`src/rtl/sdclk_pkg.sv`:
```
// Shared constants and types for the card clock generator.
// Assumes the control word layout is fixed at 16 bits with a 10-bit code.
package sdclk_pkg;
    localparam int REG_W = 16;
    localparam int DIV_W = 10;
    localparam int LEG_W = 8;
    localparam int PRE_W = DIV_W + 1;

    typedef enum logic [1:0] {
        GEN_DIVIDED = 2'd0,
        GEN_PROGRAM = 2'd1,
        GEN_LEGACY  = 2'd2
    } gen_mode_t;

    // Position of the highest set bit of a legacy divisor byte.
    function automatic logic [2:0] top_bit(input logic [LEG_W-1:0] v);
        top_bit = 3'd0;
        for (int i = 0; i < LEG_W; i++) begin
            if (v[i]) top_bit = 3'(i);
        end
    endfunction
endpackage

```
`src/rtl/sdclk_ctrl_reg.sv`:
```
// Control word storage, preset override and internal-clock stable timer.
// Assumes cap_mul is quasi-static; preset fields arrive already selected.
module sdclk_ctrl_reg
    import sdclk_pkg::*;
#(
    parameter int MUL_W      = 8,
    parameter int STABLE_CYC = 8
) (
    input  logic             clk,
    input  logic             rst_n,
    input  logic             wr_en,
    input  logic [REG_W-1:0] wr_data,
    input  logic [MUL_W-1:0] cap_mul,
    input  logic             preset_en,
    input  logic             preset_sel,
    input  logic [DIV_W-1:0] preset_n,
    output logic             int_en,
    output logic             card_en,
    output logic             sel,
    output logic [DIV_W-1:0] n_code,
    output logic             stable,
    output logic [REG_W-1:0] rd_data
);
    localparam int SCNT_W = $clog2(STABLE_CYC + 1);

    logic             int_en_q, card_en_q, sel_q;
    logic [DIV_W-1:0] n_q;
    logic [SCNT_W-1:0] scnt_q;
    logic             prog_ok;

    assign prog_ok = |cap_mul;

    // Field registers: enables from writes, select and code from preset or writes.
    always_ff @(posedge clk) begin
        if (!rst_n) begin
            int_en_q  <= 1'b0;
            card_en_q <= 1'b0;
            sel_q     <= 1'b0;
            n_q       <= '0;
        end else begin
            if (wr_en) begin
                int_en_q  <= wr_data[0];
                card_en_q <= wr_data[2];
            end
            if (preset_en) begin
                sel_q <= preset_sel & prog_ok;
                n_q   <= preset_n;
            end else if (wr_en) begin
                sel_q <= wr_data[5] & prog_ok;
                n_q   <= {wr_data[7:6], wr_data[15:8]};
            end else if (!prog_ok) begin
                sel_q <= 1'b0;
            end
        end
    end

    // Stable timer: counts up after enable, saturates, clears when disabled.
    always_ff @(posedge clk) begin
        if (!rst_n || !int_en_q) begin
            scnt_q <= '0;
        end else if (scnt_q != SCNT_W'(STABLE_CYC)) begin
            scnt_q <= scnt_q + SCNT_W'(1);
        end
    end

    assign stable  = int_en_q && (scnt_q == SCNT_W'(STABLE_CYC));
    assign int_en  = int_en_q;
    assign card_en = card_en_q;
    assign sel     = sel_q;
    assign n_code  = n_q;
    assign rd_data = {n_q[7:0], n_q[9:8], sel_q, 2'b00, card_en_q, stable, int_en_q};

    p_stable_after_en_r3: assert property (@(posedge clk) disable iff (!rst_n)
        $rose(stable) |-> ($past(int_en_q) && int_en_q));
    p_sel_needs_mult_r7: assert property (@(posedge clk) disable iff (!rst_n)
        (cap_mul == '0) |=> !sel_q);
    p_preset_load_r9: assert property (@(posedge clk) disable iff (!rst_n)
        preset_en |=> (n_q == $past(preset_n)) && (sel_q == ($past(preset_sel) && $past(prog_ok))));
    p_gate_write_r2: assert property (@(posedge clk) disable iff (!rst_n)
        wr_en |=> (card_en_q == $past(wr_data[2])) && (int_en_q == $past(wr_data[0])));
endmodule

```
`src/rtl/sdclk_div_calc.sv`:
```
// Converts mode, multiplier and code into a half-period length in reference cycles.
// Purely combinational; result is always at least 1.
module sdclk_div_calc
    import sdclk_pkg::*;
#(
    parameter int MUL_W  = 8,
    parameter int HALF_W = MUL_W + DIV_W + 2
) (
    input  logic [MUL_W-1:0]  cap_mul,
    input  logic              legacy_en,
    input  logic              sel,
    input  logic [DIV_W-1:0]  n_code,
    output logic [HALF_W-1:0] half
);
    gen_mode_t         mode;
    logic [MUL_W:0]    mult;
    logic [HALF_W-1:0] mult_w;
    logic [LEG_W-1:0]  leg_v;

    // Effective multiplier: code+1, or unity when the capability is absent.
    always_comb begin
        mult   = (cap_mul == '0) ? (MUL_W+1)'(1) : ({1'b0, cap_mul} + (MUL_W+1)'(1));
        mult_w = HALF_W'(mult);
        leg_v  = n_code[LEG_W-1:0];
    end

    // Mode decode: legacy wins, then programmable select.
    always_comb begin
        if (legacy_en)  mode = GEN_LEGACY;
        else if (sel)   mode = GEN_PROGRAM;
        else            mode = GEN_DIVIDED;
    end

    // Half-period selection per mode.
    always_comb begin
        unique case (mode)
            GEN_LEGACY:  half = (leg_v == '0) ? mult_w
                                : (mult_w << (4'(top_bit(leg_v)) + 4'd1));
            GEN_PROGRAM: half = HALF_W'(n_code) + HALF_W'(1);
            default:     half = (n_code == '0) ? mult_w
                                : (mult_w * HALF_W'({n_code, 1'b0}));
        endcase
    end
endmodule

```
`src/rtl/sdclk_phase_gen.sv`:
```
// Generates the card clock from a half-period length; loads new lengths only
// at a falling edge and parks low when not running.
// Assumes half_new is never zero.
module sdclk_phase_gen #(
    parameter int HALF_W = 20
) (
    input  logic              clk,
    input  logic              rst_n,
    input  logic              run,
    input  logic [HALF_W-1:0] half_new,
    output logic              sdclk
);
    logic              out_q;
    logic [HALF_W-1:0] cnt_q, half_act;

    // Phase counter: finishes a high phase, then reloads or parks.
    always_ff @(posedge clk) begin
        if (!rst_n) begin
            out_q    <= 1'b0;
            cnt_q    <= '0;
            half_act <= HALF_W'(1);
        end else if (out_q) begin
            if (cnt_q != '0) begin
                cnt_q <= cnt_q - HALF_W'(1);
            end else begin
                out_q    <= 1'b0;
                half_act <= half_new;
                cnt_q    <= half_new - HALF_W'(1);
            end
        end else if (!run) begin
            cnt_q    <= '0;
            half_act <= half_new;
        end else if (cnt_q != '0) begin
            cnt_q <= cnt_q - HALF_W'(1);
        end else begin
            out_q <= 1'b1;
            cnt_q <= half_act - HALF_W'(1);
        end
    end

    assign sdclk = out_q;

    p_idle_low_r4: assert property (@(posedge clk) disable iff (!rst_n)
        (!run && !out_q) |=> !out_q);
    p_high_not_cut_r4: assert property (@(posedge clk) disable iff (!rst_n)
        (out_q && cnt_q != '0) |=> out_q);
    p_fall_loads_r10: assert property (@(posedge clk) disable iff (!rst_n)
        $fell(out_q) |-> (half_act == $past(half_new)));
endmodule

```
`src/rtl/sd_card_clkgen.sv`:
```
// Top of the card clock generator: control word, preset table select,
// half-period calculation and glitch-free phase generation.
// Assumes clk_2x runs at twice the multiplied base clock.
module sd_card_clkgen
    import sdclk_pkg::*;
#(
    parameter int MUL_W      = 8,
    parameter int STABLE_CYC = 8,
    parameter int NUM_SPEED  = 5,
    localparam int SPD_W     = $clog2(NUM_SPEED),
    localparam int HALF_W    = MUL_W + DIV_W + 2
) (
    input  logic                     clk_2x,
    input  logic                     rst_n,
    input  logic                     wr_en,
    input  logic [REG_W-1:0]         wr_data,
    output logic [REG_W-1:0]         rd_data,
    input  logic [MUL_W-1:0]         cap_mul,
    input  logic                     legacy_en,
    input  logic                     preset_en,
    input  logic [SPD_W-1:0]         speed_mode,
    input  logic [NUM_SPEED*PRE_W-1:0] preset_flat,
    output logic                     sdclk
);
    logic [PRE_W-1:0]  preset_tab [NUM_SPEED];
    logic [PRE_W-1:0]  preset_cur;
    logic              int_en, card_en, sel, stable;
    logic [DIV_W-1:0]  n_code;
    logic [HALF_W-1:0] half;

    for (genvar g = 0; g < NUM_SPEED; g++) begin : g_preset
        assign preset_tab[g] = preset_flat[g*PRE_W +: PRE_W];
    end

    // Preset entry for the current speed mode, entry 0 when out of range.
    always_comb begin
        preset_cur = (int'(speed_mode) < NUM_SPEED) ? preset_tab[speed_mode] : preset_tab[0];
    end

    sdclk_ctrl_reg #(.MUL_W(MUL_W), .STABLE_CYC(STABLE_CYC)) u_reg (
        .clk        (clk_2x),
        .rst_n      (rst_n),
        .wr_en      (wr_en),
        .wr_data    (wr_data),
        .cap_mul    (cap_mul),
        .preset_en  (preset_en),
        .preset_sel (preset_cur[DIV_W]),
        .preset_n   (preset_cur[DIV_W-1:0]),
        .int_en     (int_en),
        .card_en    (card_en),
        .sel        (sel),
        .n_code     (n_code),
        .stable     (stable),
        .rd_data    (rd_data)
    );

    sdclk_div_calc #(.MUL_W(MUL_W), .HALF_W(HALF_W)) u_calc (
        .cap_mul   (cap_mul),
        .legacy_en (legacy_en),
        .sel       (sel),
        .n_code    (n_code),
        .half      (half)
    );

    sdclk_phase_gen #(.HALF_W(HALF_W)) u_phase (
        .clk      (clk_2x),
        .rst_n    (rst_n),
        .run      (card_en && stable),
        .half_new (half),
        .sdclk    (sdclk)
    );

    p_run_needs_enable_r4: assert property (@(posedge clk_2x) disable iff (!rst_n)
        $rose(sdclk) |-> (int_en && card_en));
endmodule

```
`config.mk`:
```
export PLATFORM = sky130hd
export DESIGN_NAME = sd_card_clkgen
export DESIGN_NICKNAME = d
export VERILOG_FILES = /design/src/rtl/sdclk_pkg.sv /design/src/rtl/sdclk_ctrl_reg.sv /design/src/rtl/sdclk_div_calc.sv /design/src/rtl/sdclk_phase_gen.sv /design/src/rtl/sd_card_clkgen.sv
export SDC_FILE = /design/constraint.sdc
export NUM_CORES = 1
export LEC_CHECK = 0
export BUFFER_PORTS_ARGS = -buffer_cell sky130_fd_sc_hd__buf_2
export CORE_UTILIZATION = 55
export DETAILED_ROUTE_END_ITERATION = 8
export GPL_TIMING_DRIVEN = 0
export MAX_ROUTING_LAYER = met4
export PLACE_DENSITY = 0.85
export RECOVER_POWER = 50
export SYNTH_ARGS = -nofsm -noshare
export SYNTH_HDL_FRONTEND = slang
export SYNTH_HIERARCHICAL = 1
export SYNTH_SLANG_ARGS = --single-unit
```
`constraint.sdc`:
```
create_clock -name clk_2x -period 9.6 [get_ports clk_2x]
set_clock_uncertainty 0.1 [all_clocks]
set_input_delay 2.4 -clock clk_2x [delete_from_list [all_inputs] [get_ports clk_2x]]
set_output_delay 2.4 -clock clk_2x [all_outputs]
set_load 0.1 [all_outputs]
```
* After elaboration in Yosys (flattened, before gate mapping) *
Cells that the tools add are included.

storage, ports and cells
  register bits after elaboration = 58
  output and inout bits = 17

cells by class
  $add $sub $neg = 7
  multipliers = 1
  $lt $le $gt $ge = 2
  eq/ne operators = 7
  shift-type cells = 1
  muxes and demuxes = 34
  bitwise gates (word level) = 3
  reduce and logical (&&, ||, !) cells = 12

operators by type and width
  cell                     count
  $mux W20                 9
  $sub A20 B1 Y20 const B  3
  $pmux W20 S2             1
  $bmux W11 S3             1
  $mux W11                 3
  $mux W10                 2
  $reduce_bool A20 Y1      1
  $shl A9 B4 Y20           1
  $mul A9 B10 Y19          1
  $logic_not A8 Y1         2
  $mux W3                  5
  $add A10 B1 Y11 const B  1
  $logic_not A10 Y1        1
  $add A8 B1 Y9 const B    1
  $mux W1                  9
  $mux W9                  1
  $reduce_or A8 Y1         1
  $mux W2                  3
  $add A3 B1 Y4 const B    1
  $add A4 B1 Y4 const B    1
  $eq A4 B4 Y1 const B     1
  $ge A4 B4 Y1 const B     1
  $ne A2 B2 Y1 const B     2
  $ne A4 B4 Y1 const B     1
  other kinds (11)         14

* Longest topological paths before layout *
Gate-level depths: netlist (run 1).

  word-level depth = 15
  depth in mapped cells = 28
  mapped depth without buffers = 27

* Hierarchy *
The synthesis (run 1) kept the hierarchy.

modules (own cells, without submodules)
  module           instances  cells each  area each (um^2)  seq. area each (um^2)
  sdclk_div_calc   1          579         4,429.2           0.0
  sdclk_phase_gen  1          352         2,695.1           820.8
  sdclk_ctrl_reg   1          107         949.7             340.3
  sd_card_clkgen   1          67          640.6             0.0

* Worst setup path after synthesis (run 1) *
Ideal clock, no wire load.

  path type = input -> register
  start point = input cap_mul[0]
  end point = register u_phase.cnt_q[17]
  setup time = 0.125 ns
  arrival time = 8.403 ns
  required time = 9.375 ns
  slack = 0.972 ns
  stages = 26
  cells stage by stage = clkinv_1 > ha_1 > nor4b_2 > a21oi_1 > clkbuf_1 > nand2_1 > fa_1 > inv_1 > fa_1 > inv_1 > fa_1 > fa_1 > inv_1 > ha_1 > a21o_1 > a21oi_1 > nand2_1 > xor2_1 > a21oi_1 > o221ai_1 > nor4_1 > nand4_1 > nor3_1 > xor2_1 > a32oi_1 > o22ai_1

between the ends
  word-level cells in the longest chain between the ends = 8

RTL lines
  element                                            line                                        source
  from (decl)                                        sd_card_clkgen.sv:18                        input logic [MUL_W-1:0] cap_mul,
  $add A8 B1 Y9 or $logic_not A8 Y1 (tied branches)  sdclk_div_calc.sv:22                        mult = (cap_mul == '0) ? (MUL_W+1)'(1) : ({1'b0, cap_mul} + (MUL_W+1)'(1));
  $mux W9 *                                          sdclk_div_calc.sv:22
  $mul A9 B10 Y19 or $shl A9 B4 Y20 (tied branches)  sdclk_div_calc.sv:41, sdclk_div_calc.sv:38
  $mux W20 (on tied branches)                        sdclk_div_calc.sv:40, sdclk_div_calc.sv:37
  $pmux W20 S2 *                                     sdclk_div_calc.sv:36                        unique case (mode)
  named net half[10]                                 sd_card_clkgen.sv:29                        logic [HALF_W-1:0] half;
  $sub A20 B1 Y20 *                                  sdclk_phase_gen.sv:28                       cnt_q <= half_new - HALF_W'(1);
  $mux W20 *                                         sdclk_phase_gen.sv:23                       if (cnt_q != '0) begin
  $mux W20 *                                         sdclk_phase_gen.sv:22                       end else if (out_q) begin
  to (signal assigned)                               sdclk_phase_gen.sv:24                       cnt_q <= cnt_q - HALF_W'(1);
  to (signal assigned)                               sdclk_phase_gen.sv:28
  to (signal assigned)                               sdclk_phase_gen.sv:34                       cnt_q <= cnt_q - HALF_W'(1);
  to (decl)                                          sdclk_phase_gen.sv:14                       logic [HALF_W-1:0] cnt_q, half_act;

Mark *: on every way through the listed nets, which the timed path passes. The rest lies on a longest branch.
A chain may end at the register's enable or synchronous reset.

* Worst setup path in the final report (run 1) *
Same ends and word-level chain as after synthesis.

==> reports/metrics.yaml, run 1 <==
status:
  status: "finished with violations"
  violations: "capacitance limit"
sta:
  hold_slack_ns: 0.375
  max_freq_ghz: 0.108
  fin_crit_ns: 9.30
  setup_viol: 0
  worst_pin_slew_ns: 1.47
  final-hold-violation-count: 0
  setup_slack_ns: 0.298
  relSlewSlack: 0.00867
  drv_slew: 0
  period_share: 0.969
  rsz0062_at_grt: "false"
critical_path:
  cp_num_buf_inv: 6
  slowest_stage: "nor4b_1"
  cp_data_required_time_ns: 9.71
  r2r_end: "u_phase/cnt_q[17]$_SDFF_PN0_"
  r2r_slack_ns: 2.61
  critPathMaxStageDelay_ns: 0.67
  cp_max_fo: 10
  worst_setup_path_start_kind: "primary input"
  critical_path.top_delay_family: "adder cells"
  crit_type: "primary input to flop"
  crit_arrival_ns: 9.41
  critPathMostFrequentCell: "fa_1"
  ff2ff_path_depth: 23
  cp-end-kind: "flop"
  regToRegStartpoint: "u_reg/n_code[7]$_SDFFE_PN0P_"
synth:
  avgSynthCellArea_um2: 7.89
  yosysUniqueCellTypes: 87
  ys_warn_count: 6
  seq_area_frac_synth: 0.133
  ys_seq_elements: 58
  syn_area_um2: 8710
  ys_async_sr_fraction: 0
  syn_inst: 1105
  synth_edf_count: 0
  synthFlopType: "dfxtp_1"
route:
  dr.first_iter.drc_count: 823
  wirelength_um: 25900
  vias_per_cell: 6.06
  drtAntennaViolNets: 0
  routedWlPerCell_um: 18.1
  drcViolationCount: 0
  vias: 8663
  drtPass1Iterations: 7
finish:
  final_util: 0.639
  nFillCells: 1335
  area_growth_pct: 12.2
  nets: 1407
  final_cell_area_um2: 9780
  antenna_cells: 0
  drive_gt1_frac: 0.148
min_path:
  min_to: "u_phase/half_act[19]$_SDFFE_PN0P_"
  hold_class: "flop to flop"
  hold_depth: 2
  hp-start: "u_phase/half_act[19]$_SDFFE_PN0P_"
die:
  pin_count: 104
  dieWidth_um: 128
  die_area_um2: 16400
  initial_utilization: 0.569
  core-area_um2: 15300
  die_y_um: 128
  fp-row-count: 45
power_and_ir_drop:
  peakVddDrop_v: 0.000112
  p_per_area_nw_per_um2: 155
  p_leak_nw: 4.46
clocking:
  clk_latency_ns: 0.33
  cts_tree: "yes"
  postCtsHoldBufs: 0
  cts_htree_levels: 3
  cts_root_buffer: "clkbuf_16"
  path_clk_slew_ns: 0.05
  post_cts_buffers: 0
  clockBufferDepth: 2
  cts_resized: 3
  numCtsBuffers: 9
  cts_sinks: 58
grt:
  antenna_found_initial: 0
  grt_overflow: 0
  grt_pass1_wl_um: 41200
  grt_pass1_vias: 8359
  grt_max_degree: 11
  track_usage: 0.328
placed_design:
  dpl_cell_area_um2: 9460
  io_buffers: 96
  dp_hpwl_um: 20300
  pre_cts_ws_ns: -0.629
  gp_congestion: 0.976
run:
  cap_violations: 1
==> worst max path at each step <==
stage                    start                      endpoint  slack, ns  cells past startpoint
floorplan           cap_mul[0]  u_phase/cnt_q[17]$_SDFF_PN0_       0.97                     26
global placement    cap_mul[0]  u_phase/cnt_q[17]$_SDFF_PN0_      -0.46                     27
detailed placement  cap_mul[0]  u_phase/cnt_q[17]$_SDFF_PN0_      -0.63                     27
CTS                 cap_mul[0]  u_phase/cnt_q[17]$_SDFF_PN0_       0.16                     27
global route        cap_mul[0]  u_phase/cnt_q[17]$_SDFF_PN0_       0.04                     27
finish              cap_mul[0]  u_phase/cnt_q[17]$_SDFF_PN0_       0.30                     27
==> worst reg2reg max path: stages, from the launching register on <==
cell and delay, ns:
dfxtp_1 0.34, buf_2 0.27, clkbuf_1 0.65, nand2_1 0.15
fa_1 0.51, inv_1 0.05, fa_1 0.50, inv_1 0.05
fa_1 0.47, fa_1 0.54, inv_1 0.04, ha_1 0.35
a21o_1 0.20, a21oi_1 0.34, a21oi_1 0.11, a2111oi_0 0.41
nor3_1 0.14, a211o_1 0.42, nor4_2 0.24, nand4_1 0.25
nor3_1 0.28, xor2_1 0.11, a32oi_1 0.23, o22ai_1 0.10
==> area by class of cell <==
type	count	area (um2)	share of cell area
buffer	81	433	0.0443
multi-input combinational	868	6720	0.686
clock buffer	11	243	0.0248
tap	211	264	0.0270
timing repair buffer	96	460	0.0471
inverter	99	380	0.0389
sequential	58	1160	0.119
clock inverter	5	125	0.0128
==> report_power, final <==
part	total (mW)	internal [mW]	switching (mW)
Clock	0.399	0.286	0.113
Combinational	0.824	0.304	0.520
Sequential	0.288	0.261	0.0272
Total	1.51	0.852	0.660
==> metrics by stage <==
step | power, mW | setup TNS [ns] | cells
after floorplan | 0.885 | 0 | 1106
after global placement | 1.07 | -1.93 | 1413
after detailed placement | 1.08 | -3.60 | 1413
after CTS | 1.49 | 0 | 1429
after global routing | 1.60 | 0 | 1429
final | 1.51 | 0 | 1429
==> state kept, by name, summed over array words and instances, names as in the netlist <==
register / count
u_phase/cnt_q: 20
u_phase/half_act: 20
u_phase/sdclk: 1
u_reg/card_en: 1
u_reg/int_en: 1
u_reg/n_code: 10
u_reg/scnt_q: 4
u_reg/sel: 1
==> Yosys cell counts (all sizes together) (9+ instances only) <==
cell type,count,area (um2)
a211oi,14,105
a21o,9,67.6
a21oi,28,144
a221oi,12,174
a22oi,9,67.6
and2,50,318
buf,48,350
clkbuf,33,129
dfxtp,58,1160
fa,57,1140
ha,50,626
inv,97,369
mux2i,40,400
nand2,120,450
nand3,44,230
nand4,14,103
nor2,72,280
nor2b,17,106
nor3,36,185
nor4,17,128
o21a,15,113
o21ai,55,275
o22ai,13,81.3
or4,12,101
xnor2,41,359
xor2,35,314
==> kinds of logic after synthesis <==
group	share of synthesized area
and+or+nand+nor	0.252
DFF	0.133
muxes	0.0563
adders and majority gates	0.203
xor gates and xnor gates	0.0772
AOI/OAI and AO/OA	0.180
other	0.000430
buffers and inverters	0.0982
==> cell usage in the layout (no fill, tap or decap), types with 7 or more instances in the layout <==
cell and instances:
a21oi_1 26, xnor2_1 41, ha_1 50, clkbuf_1 53
inv_1 94, or4_1 9, and3_1 7, a21o_1 9
mux2i_1 40, o21a_1 15, nor2_1 70, dfxtp_1 58
a221oi_2 9, nand3_1 42, fa_1 57, buf_4 16
o21ai_0 51, nor2b_1 17, a22oi_1 9, buf_2 99
nor3_1 35, o211ai_1 7, clkbuf_16 9, nor4_1 13
a211oi_1 14, xor2_1 34, and2_1 47, o22ai_1 13
nand4_1 13, nand2_1 120
==> per-layer routing <==
layer | routed length, um | vias up | GRT usage
met5 | 0 | - | -
met4 | 867 | 0 | 0.127
met3 | 1940 | 74 | 0.0584
met2 | 12500 | 456 | 0.558
met1 | 10500 | 4073 | 0.386
li1 | - | 4060 | -
(Power assumes the default switching activity.)
==> run 2: changes to the inputs <==
--- a/config.mk
+++ b/config.mk
@@ -5,6 +5,7 @@
 export SDC_FILE = /design/constraint.sdc
 export NUM_CORES = 1
 export LEC_CHECK = 0
+export ABC_AREA = 1
 export BUFFER_PORTS_ARGS = -buffer_cell sky130_fd_sc_hd__buf_2
 export CORE_UTILIZATION = 55
 export DETAILED_ROUTE_END_ITERATION = 8
==> run 2 against run 1 <==
Effect of this change: the flow now finishes without violations; wire length increased by 14%; final cell count increased by 32%; power increased by 16%; largest power group unchanged; highest routed layer unchanged.
==> reports/metrics.yaml, run 2 <==
status:
  status: "finished clean"
critical_path:
  r2r_slack_ns: 3.37  # +0.76 ns
  ff2ff_path_depth: 27  # +17%
  cp-end-kind: "flop"
  slowest_stage: "fa_1"
  critical_path.top_delay_family: "adder cells"
  cp_num_buf_inv: 7  # +1
  cp_max_fo: 10  # unchanged
  crit_type: "primary input to flop"
  regToRegStartpoint: "u_reg/n_code[8]$_SDFFE_PN0P_"
  r2r_end: "u_phase/cnt_q[19]$_SDFF_PN0_"
  critPathMaxStageDelay_ns: 0.55  # -0.12 ns
  crit_arrival_ns: 8.87  # -0.54 ns
  worst_setup_path_start_kind: "primary input"
  cp_data_required_time_ns: 9.73  # +0.02 ns
route:
  drcViolationCount: 0  # unchanged
  drtAntennaViolNets: 0  # unchanged
  routedWlPerCell_um: 15.5  # -14%
  vias_per_cell: 5.51  # -9.2%
  drtPass1Iterations: 8  # +1
  wirelength_um: 29400  # +14%
  vias: 10400  # +20%
  dr.first_iter.drc_count: 900  # +9.4%
synth:
  ys_async_sr_fraction: 0  # unchanged
  synthTopCellsByCount: "nand2_1 (430), inv_1 (253), nor2_1 (173)"
  synth_top_area_frac: 0.172  # +0.0386
  ys_warn_count: 6  # unchanged
  syn_area_um2: 9400  # +7.8%
  yosysUniqueCellTypes: 49  # -44%
  synth.top_cells.by_area: "nand2_1 (17%), dfxtp_1 (12%), fa_1 (12%), inv_1 (10%), nand3_1 (8.7%)"
  seq_area_frac_synth: 0.124  # -0.00965
  avgSynthCellArea_um2: 6.05  # -23%
  syn_inst: 1553  # +41%
  synth_edf_count: 0  # unchanged
  synthFlopType: "dfxtp_1"
  synth_top_area_cell: "nand2_1"
  yosys.cell_count.top_type: "nand2_1"
  ys_seq_elements: 58  # unchanged
placed_design:
  dp_hpwl_um: 23500  # +16%
  dpl_cell_area_um2: 10200  # +7.4%
  gp_congestion: 0.974  # -0.18%
  io_buffers: 98  # +2.1%
die:
  core-area_um2: 16600  # +8.7%
  fp-row-count: 47  # +4.4%
  pin_count: 104  # unchanged
  dieWidth_um: 133  # +3.8%
  die_y_um: 133  # +3.8%
  initial_utilization: 0.565  # -0.00449
  die_area_um2: 17600  # +7.7%
clocking:
  numCtsBuffers: 9  # unchanged
  cts_tree: "yes"
  path_clk_slew_ns: 0.06  # about the same
  post_cts_buffers: 0  # unchanged
  cts_resized: 0  # -3
  cts_htree_levels: 3  # unchanged
  postCtsHoldBufs: 0  # unchanged
  cts_root_buffer: "clkbuf_16"
  clk_latency_ns: 0.34  # about the same
  cts_sinks: 58  # unchanged
  clockBufferDepth: 2  # unchanged
finish:
  area_growth_pct: 10.8
  drive_gt1_frac: 0.141  # -0.00630
  mostFrequentLayoutCell: "nand2_1"
  final_cell_area_um2: 10400  # +6.4%
  nFillCells: 1623  # +22%
  antenna_cells: 0  # unchanged
  nets: 1857  # +32%
  layout_common_cells: "nand2_1 (430), inv_1 (253), nor2_1 (173)"
grt:
  grt_max_degree: 14  # +3
  track_usage: 0.350  # +0.0213
  grt_overflow: 0  # unchanged
  top_usage_layer: "met2"
  grt_use_met1: 0.424  # +0.0384
  grt_util_met2: 0.561  # +0.00234
  antenna_found_initial: 0  # unchanged
  grt_pass1_wl_um: 47600  # +16%
  grtUsageMet3: 0.0648  # +0.00632
  grt_pass1_vias: 9921  # +19%
min_path:
  hp-start: "u_phase/half_act[19]$_SDFFE_PN0P_"
  hold_class: "flop to flop"
  hold_depth: 2  # unchanged
  min_to: "u_phase/half_act[19]$_SDFFE_PN0P_"
power_and_ir_drop:
  p_leak_nw: 5.69  # +28%
  p_per_area_nw_per_um2: 168  # +8.7%
  peakVddDrop_v: 0.000104  # -6.9%
run:
  cap_violations: 0  # -1
sta:
  setup_viol: 0  # unchanged
  fin_crit_ns: 8.74  # -0.563 ns
  max_freq_ghz: 0.114  # +6.4%
  relSlewSlack: 0.205  # +0.196
  setup_tns_ns: 0  # unchanged
  final-hold-violation-count: 0  # unchanged
  worst_pin_slew_ns: 1.20  # -0.276 ns
  period_share: 0.910  # -0.0587
  rsz0062_at_grt: "false"
  drv_slew: 0  # unchanged
[run 2: changes by cell type in the layout (fill, tap and decap cells not counted), moves of 16 or more]
cell	change
nor2b_1	-17
clkbuf_1	-27
nand3_1	+122
xnor2_1	-38
and2_1	-47
nand2_1	+310
o21ai_1	+17
nor3_1	-30
mux2i_1	-40
nor2_2	+16
nor2_1	+103
inv_1	+159
xor2_1	-21
a21oi_1	+44
[run 2: how the worst max path moves through the flow]
| stage | startpoint | end | slack, ns | cells past startpoint |
|---|---|---|---|---|
| after CTS | cap_mul[0] | u_phase/cnt_q[19]$_SDFF_PN0_ | 1.29 | 31 |
| after global routing | cap_mul[0] | u_phase/cnt_q[17]$_SDFF_PN0_ | 0.40 | 33 |
| after floorplan | cap_mul[0] | u_phase/cnt_q[17]$_SDFF_PN0_ | 2.12 | 30 |
| after global placement | cap_mul[0] | u_phase/cnt_q[11]$_SDFF_PN0_ | 1.03 | 29 |
| after detailed placement | cap_mul[0] | u_phase/cnt_q[19]$_SDFF_PN0_ | 0.94 | 31 |
| final | cap_mul[0] | u_phase/cnt_q[11]$_SDFF_PN0_ | 0.86 | 27 |
[run 2: power by group]
group | switching (mW) | internal [mW] | total, mW
clock | 0.124 | 0.173 | 0.297
combinational | 0.793 | 0.359 | 1.15
sequential | 0.0313 | 0.268 | 0.299
[run 2: cells by family after synthesis]
family / Yosys count / share of synthesized area
flip-flops: 58 / 0.124
AND/OR/NAND/NOR: 852 / 0.402
XOR/XNOR: 17 / 0.0178
adder cells (fa/ha/maj): 107 / 0.188
buffers and inverters: 327 / 0.150
AO/OA/AOI/OAI: 191 / 0.117
other: 1 / 0.000399
[run 2: final cells by class]
| class | count | area (um2) | share of cell area |
|---|---|---|---|
| Tap cell | 220 | 275 | 0.0264 |
| Inverter | 269 | 1010 | 0.0970 |
| Timing Repair Buffer | 98 | 468 | 0.0450 |
| Clock inverter | 7 | 46.3 | 0.00445 |
| Multi-Input combinational cell | 1169 | 6820 | 0.655 |
| Buffer | 58 | 403 | 0.0387 |
| Sequential cell | 58 | 1160 | 0.112 |
| Clock buffer | 9 | 225 | 0.0216 |
[run 2: routing by layer]
layer / vias to the layer above / wire (um)
li1: 5069 / -
met2: 574 / 13200
met5: - / 0
met4: 0 / 1320
met1: 4652 / 11800
met3: 99 / 2990
[run 2: metrics by stage]
step / total power, mW / worst slack [ns] / std cells / util / hold WS (ns)
floorplan: 1.13 / 2.12 / 1554 / - / 0.353
global placement: 1.40 / 1.03 / 1872 / 0.611 / 0.362
detailed placement: 1.42 / 0.942 / 1872 / 0.611 / 0.370
CTS: 1.72 / 1.29 / 1888 / 0.627 / 0.377
global route: 1.89 / 0.399 / 1888 / 0.626 / 0.407
finish: 1.75 / 0.861 / 1888 / 0.626 / 0.375
[run 2: worst reg2reg max path, cell delays in order (launching register included)]
cell and delay, ns:
dfxtp_1 0.64, inv_1 0.12, clkbuf_1 0.28, nor2_1 0.24
fa_1 0.46, fa_1 0.48, fa_1 0.55, inv_1 0.05
fa_1 0.53, inv_1 0.08, ha_1 0.37, nand2_1 0.09
o21ai_0 0.43, inv_1 0.08, nand2_1 0.11, a21boi_0 0.11
or2_2 0.28, nand3_1 0.07, nand2_1 0.12, nor2_1 0.19
nand2_1 0.08, nor2_1 0.18, nand3_1 0.10, nand2_1 0.08
nand3_1 0.10, nand2_1 0.09, nand2_1 0.05, a21oi_1 0.12
